File: src/rtl/err_irq_pkg.sv
package err_irq_pkg;

    typedef enum logic [2:0] {
        SEL_NONE,
        SEL_RAW,
        SEL_MASKED,
        SEL_EN_SET,
        SEL_EN_CLR
    } regsel_e;

endpackage

File: src/rtl/err_reg_decode.sv
module err_reg_decode
    import err_irq_pkg::*;
#(
    parameter int                ADDR_W    = 12,
    parameter logic [ADDR_W-1:0] BASE_ADDR = 12'h1C0
) (
    input  logic [ADDR_W-1:0] addr,
    output regsel_e           sel
);
    localparam logic [ADDR_W-1:0] A_RAW    = BASE_ADDR;
    localparam logic [ADDR_W-1:0] A_MASKED = ADDR_W'(BASE_ADDR + 4);
    localparam logic [ADDR_W-1:0] A_EN_SET = ADDR_W'(BASE_ADDR + 8);
    localparam logic [ADDR_W-1:0] A_EN_CLR = ADDR_W'(BASE_ADDR + 12);

    always_comb begin
        sel = SEL_NONE;
        if (addr == A_RAW)         sel = SEL_RAW;
        else if (addr == A_MASKED) sel = SEL_MASKED;
        else if (addr == A_EN_SET) sel = SEL_EN_SET;
        else if (addr == A_EN_CLR) sel = SEL_EN_CLR;
    end
endmodule

File: src/rtl/err_status_bank.sv
module err_status_bank #(
    parameter int N = 6
) (
    input  logic         clk,
    input  logic         rst_n,
    input  logic [N-1:0] set_i,
    input  logic [N-1:0] clr_i,
    output logic [N-1:0] status_o
);
    for (genvar i = 0; i < N; i++) begin : g_bit
        logic bit_q;
        always_ff @(posedge clk or negedge rst_n) begin
            if (!rst_n)          bit_q <= 1'b0;
            else if (set_i[i])   bit_q <= 1'b1;   // event wins over acknowledge
            else if (clr_i[i])   bit_q <= 1'b0;
        end
        assign status_o[i] = bit_q;
    end
endmodule

File: src/rtl/err_enable_bank.sv
module err_enable_bank #(
    parameter int N = 6
) (
    input  logic         clk,
    input  logic         rst_n,
    input  logic [N-1:0] en_set_i,
    input  logic [N-1:0] en_clr_i,
    output logic [N-1:0] enable_o
);
    logic [N-1:0] en_q;

    always_ff @(posedge clk or negedge rst_n) begin
        if (!rst_n) en_q <= '0;
        else        en_q <= (en_q & ~en_clr_i) | en_set_i;
    end

    assign enable_o = en_q;
endmodule

File: src/rtl/err_irq_status_unit.sv
module err_irq_status_unit
    import err_irq_pkg::*;
#(
    parameter int                     NUM_CLASSES = 6,
    parameter int                     DATA_W      = 32,
    parameter int                     ADDR_W      = 12,
    parameter logic [ADDR_W-1:0]      BASE_ADDR   = 12'h1C0,
    parameter logic [NUM_CLASSES-1:0] FATAL_MASK  = NUM_CLASSES'('h12)
) (
    input  logic                   clk,
    input  logic                   rst_n,
    input  logic                   reg_we,
    input  logic [ADDR_W-1:0]      reg_addr,
    input  logic [DATA_W-1:0]      reg_wdata,
    output logic [DATA_W-1:0]      reg_rdata,
    input  logic [NUM_CLASSES-1:0] evt_in,
    output logic                   irq_o,
    output logic                   fatal_o
);
    localparam int N = NUM_CLASSES;

    regsel_e      sel;
    logic [N-1:0] wbits;
    logic [N-1:0] ack_bits;
    logic [N-1:0] en_set_bits;
    logic [N-1:0] en_clr_bits;
    logic [N-1:0] status_q;
    logic [N-1:0] enable_q;
    logic [N-1:0] masked;
    logic         unused_wdata_hi;

    err_reg_decode #(.ADDR_W(ADDR_W), .BASE_ADDR(BASE_ADDR)) u_dec (
        .addr (reg_addr),
        .sel  (sel)
    );

    assign wbits           = reg_wdata[N-1:0];
    assign unused_wdata_hi = ^reg_wdata[DATA_W-1:N];
    assign ack_bits        = (reg_we && sel == SEL_MASKED) ? wbits : '0;
    assign en_set_bits     = (reg_we && sel == SEL_EN_SET) ? wbits : '0;
    assign en_clr_bits     = (reg_we && sel == SEL_EN_CLR) ? wbits : '0;

    err_status_bank #(.N(N)) u_status (
        .clk      (clk),
        .rst_n    (rst_n),
        .set_i    (evt_in),
        .clr_i    (ack_bits),
        .status_o (status_q)
    );

    err_enable_bank #(.N(N)) u_enable (
        .clk      (clk),
        .rst_n    (rst_n),
        .en_set_i (en_set_bits),
        .en_clr_i (en_clr_bits),
        .enable_o (enable_q)
    );

    assign masked  = status_q & enable_q;
    assign irq_o   = |masked;
    assign fatal_o = |(masked & FATAL_MASK);

    always_comb begin
        reg_rdata = '0;
        unique case (sel)
            SEL_RAW:    reg_rdata[N-1:0] = status_q;
            SEL_MASKED: reg_rdata[N-1:0] = masked;
            SEL_EN_SET: reg_rdata[N-1:0] = enable_q;
            SEL_EN_CLR: reg_rdata[N-1:0] = enable_q;
            SEL_NONE:   reg_rdata        = '0;
        endcase
    end
endmodule

File: config.mk
export PLATFORM = sky130hd
export DESIGN_NAME = err_irq_status_unit
export DESIGN_NICKNAME = d
export VERILOG_FILES = /design/src/rtl/err_irq_pkg.sv /design/src/rtl/err_reg_decode.sv /design/src/rtl/err_status_bank.sv /design/src/rtl/err_enable_bank.sv /design/src/rtl/err_irq_status_unit.sv
export SDC_FILE = /design/constraint.sdc
export NUM_CORES = 1
export LEC_CHECK = 0
export BUFFER_PORTS_ARGS = -buffer_cell sky130_fd_sc_hd__clkbuf_2
export CORE_MARGIN = 2
export CORE_UTILIZATION = 39
export DETAILED_ROUTE_END_ITERATION = 16
export PLACE_DENSITY_LB_ADDON = 0.25
export REMOVE_ABC_BUFFERS = 1
export SLEW_MARGIN = 10
export SYNTH_ARGS = -nofsm -noshare
export SYNTH_HDL_FRONTEND = slang
export SYNTH_SLANG_ARGS = --single-unit
File: constraint.sdc
create_clock -name clk -period 1.6 [get_ports clk]
set_clock_uncertainty 0.05 [all_clocks]
set_input_delay 0.08 -clock clk [delete_from_list [all_inputs] [get_ports clk]]
set_output_delay 0.08 -clock clk [all_outputs]
set_load 0.05 [all_outputs]
==> summary.md <==
Flow run
- **max-cap viol count** 0

Worst setup path
- **startpoint of the most critical register-to-register path** u_status.g_bit[2].bit_q
- **worst reg2reg setup slack** 0.84 ns
- **top fanout value on the critical path** 3
- **Reg2Reg Capture Point** u_status.g_bit[2].bit_q
- **data arrival time at the worst-slack endpoint** 1.42 ns
- **startpoint type of the worst setup path** flop
- **Setup Crit Path Kind** flop to primary output
- **cells on worst reg2reg path** 2
- **cells traversed along the worst timing path** a22o_1 > a221oi_2 > nand2_1 > buf_6
- **required time reported for the critical path endpoint** 1.47 ns
- **worst setup path endpoint** irq_o
- **Setup crit start** u_enable.enable_o[4]
- **endpoint type of the worst setup path** primary output
- **cell with the biggest individual delay on the critical path** dfrtp_1
- **Critical Path Max Stage Delay** 0.40 ns

Logic synthesis
- **cell types with the largest area share after synthesis** dfrtp_1, buf_4, nor2_1, mux2i_1, and3_1
- **most instantiated flip-flop cell in the synthesis netlist** dfrtp_1
- **most frequent cells after synthesis** buf_4, nor2_1, dfrtp_1
- **proportion of register bits with asynchronous set or reset after synthesis** 100%
- **Synth Area per Inst** 8.22 µm²
- **number of instances in the synthesized netlist** 114
- **count of flip-flops with a built-in enable after synthesis** 0
- **top cell type by total area after synthesis** dfrtp_1
- **dominant cell by count in the synthesized netlist** buf_4
- **netlist area before placement** 937 µm²
- **number of library cell types mapped by synthesis** 23
- **number of warning messages in the yosys log** 0
- **post-synthesis register bit count** 12
- **sequential fraction of the synthesis area** 32.0%
- **proportion of netlist area held by the largest area contributor** 32.0%

Cells and area
- **utilization of the core after routing** 52.5%
- **filler cell count in the final layout** 233
- **total inserted antenna cells** 0
- **Area Overhead vs Synth** 25.2%
- **final non-filler cell area** 1170 µm²
- **Sequential Area** 300 µm²
- **proportion of layout cells with a drive suffix above 1** 32.0%
- **net count reported at finish** 207
- **area taken by multi-input logic gates** 508 µm²

Drt
- **vias post-DR** 849
- **Routed Antenna Nets** 0
- **Wirelength per Cell** 11.6 µm
- **DR pass1 iterations** 4
- **drt initial violations** 30
- **final wirelength** 2100 µm
- **Via density** 4.69
- **DRC** 0

GRT
- **pin count of the biggest net entering global routing** 14
- **first-pass GRT wire length** 3520 µm
- **number of global-route vias before repair** 824
- **GR Overflow Total** 0
- **total routing usage reported by global routing** 17.0%
- **initial antenna violation count** 0

CTS
- **clock latency on the worst-skew pair** 0.28 ns
- **clock tree root buffer cell** clkbuf_4
- **Post-CTS Setup Inserts** 0
- **clk slew on worst S/H paths** 0.08 ns
- **number of buffers inserted during clock tree synthesis** 3
- **Clock H-tree levels** 1
- **clock tree from TritonCTS** built
- **TritonCTS sink count** 12
- **number of buffers on the longest clock path** 2

Pwr
- **pwr/cell area** 659 nW/µm²
- **leakage power total** 0.000637 µW
- **largest vdd supply drop** 0.422 mV

Floorplanning
- **area of the die** 2810 µm²
- **die span in y** 53.0 µm
- **Core Footprint** 2230 µm²
- **I/O pin cnt** 87
- **initial core utilization** 42.0%
- **die width** 53.0 µm
- **Site Rows** 17

Timing
- **setup violators final** 0
- **Pins Over Slew Limit** 0
- **time the worst path needs with I/O delays and setup** 1.55 ns
- **highest achievable clock rate** 644 MHz
- **share of the clock period used by the worst path after layout** 97.1%
- **Final Hold Vio Count** 0

Run status
- **outcome** completed

Placed design
- **I/O Buffers** 34
- **Placed Area** 1090 µm²
- **global placement routability congestion** 0.829
- **Final HPWL DP** 1680 µm

Worst hold path
- **class of the tightest hold or removal check** input port to flop

-- final cells by class --
| type | instances | share of cell area [%] |
|---|---|---|
| inverter | 6 | 1.92 |
| clock buffer | 4 | 3.09 |
| multi-input combinational | 91 | 43.3 |
| timing repair buffer | 40 | 23.1 |
| sequential | 12 | 25.6 |
| tap | 28 | 2.99 |
-- sequential cells by signal (all words and copies together), names as in the netlist --
| name | flops |
|---|---|
| u_status.g_bit.bit_q | 6 |
| u_enable.enable_o | 6 |
-- power by group --
group	switching (µW)	internal (µW)	leakage (µW)	total, µW
registers	0.584	304	0.000105	304
logic	181	43.6	0.000511	225
clock network	106	138	0.0000210	244
total	288	486	0.000637	773
-- how the worst min path moves through the flow --
stage               from                 endpoint  slack (ns)  cells past startpoint
2_1_floorplan      rst_n     u_enable.enable_o[0]       -0.27                      0
3_3_place_gp       rst_n  u_status.g_bit[1].bit_q       -0.07                      1
3_5_place_dp       rst_n  u_status.g_bit[4].bit_q       -0.07                      1
4_1_cts        evt_in[2]  u_status.g_bit[2].bit_q       0.005                      3
5_1_grt        evt_in[5]  u_status.g_bit[5].bit_q        0.01                      3
6_report       evt_in[2]  u_status.g_bit[2].bit_q       0.008                      3
-- repair_timing --
item,in CTS,in global routing
hold buffers,2,0
pin swaps,0,1
hold endpoints to repair,13,0
gates resized for setup,2,8
setup endpoints to repair,1,7
-- critical path: cells and delay by family (launching register included) --
| kind | cells | cell delay, ns |
|---|---|---|
| buffers and inverters | 1 | 0.16 |
| AOI/OAI and AO/OA | 2 | 0.47 |
| and+or+nand+nor | 1 | 0.11 |
| DFF | 1 | 0.40 |
-- through the flow --
step	cells	setup WS, ns	TNS [ns]	power [µW]	hold slack, ns
6_report	181	0.0465	0	773	0.00761
3_5_place_dp	175	0.100	0	527	-0.0663
3_3_place_gp	175	0.159	0	525	-0.0668
5_1_grt	181	-0.00193	-0.00193	810	0.0131
4_1_cts	181	0.0317	0	776	0.00483
2_1_floorplan	109	-0.332	-1.99	465	-0.266
-- cells in the final DEF (no fill, tap or decap) --
| cell type | synthesis | routed |
|---|---|---|
| a21oi_1 | 4 | 4 |
| a21oi_2 | 2 | 2 |
| a221oi_2 | 0 | 1 |
| a22o_1 | 1 | 1 |
| a22oi_1 | 1 | 1 |
| and3_1 | 6 | 6 |
| and4_1 | 1 | 1 |
| buf_12 | 0 | 3 |
| buf_2 | 2 | 3 |
| buf_4 | 26 | 4 |
| buf_6 | 1 | 1 |
| clkbuf_2 | 0 | 27 |
| clkbuf_4 | 0 | 3 |
| clkbuf_8 | 0 | 1 |
| conb_1 | 1 | 26 |
| dfrtp_1 | 12 | 12 |
| dlygate4sd3_1 | 0 | 2 |
| inv_1 | 6 | 6 |
| mux2i_1 | 6 | 6 |
| nand2_1 | 7 | 7 |
| nand3_2 | 0 | 1 |
| nand4_1 | 6 | 6 |
| nor2_1 | 20 | 19 |
| nor2_2 | 0 | 1 |
| nor2b_1 | 1 | 1 |
| nor4b_4 | 1 | 1 |
| nor4bb_2 | 0 | 1 |
| o22ai_1 | 6 | 6 |
-- cell families (layout without fill, tap and decap cells) --
kind of cell,Yosys count,in the layout,synth area share (%)
flops,12,12,32.0
simple gates,44,44,24.6
compound gates,15,15,10.7
buf+inv,36,50,25.9
mux,6,6,6.41
other cells,1,26,0.400
-- layer usage --
layer | vias up | routed length (µm) | part of all wire, % | GRT usage [%]
li1 | 416 | - | - | -
met1 | 394 | 905 | 43 | 22.3
met2 | 35 | 1080 | 51 | 27.9
met3 | 4 | 98 | 4.7 | 1.69
met4 | 0 | 19 | 0.90 | 7.69
met5 | - | 0 | 0 | 0
Power figures use the tool's default switching activity.
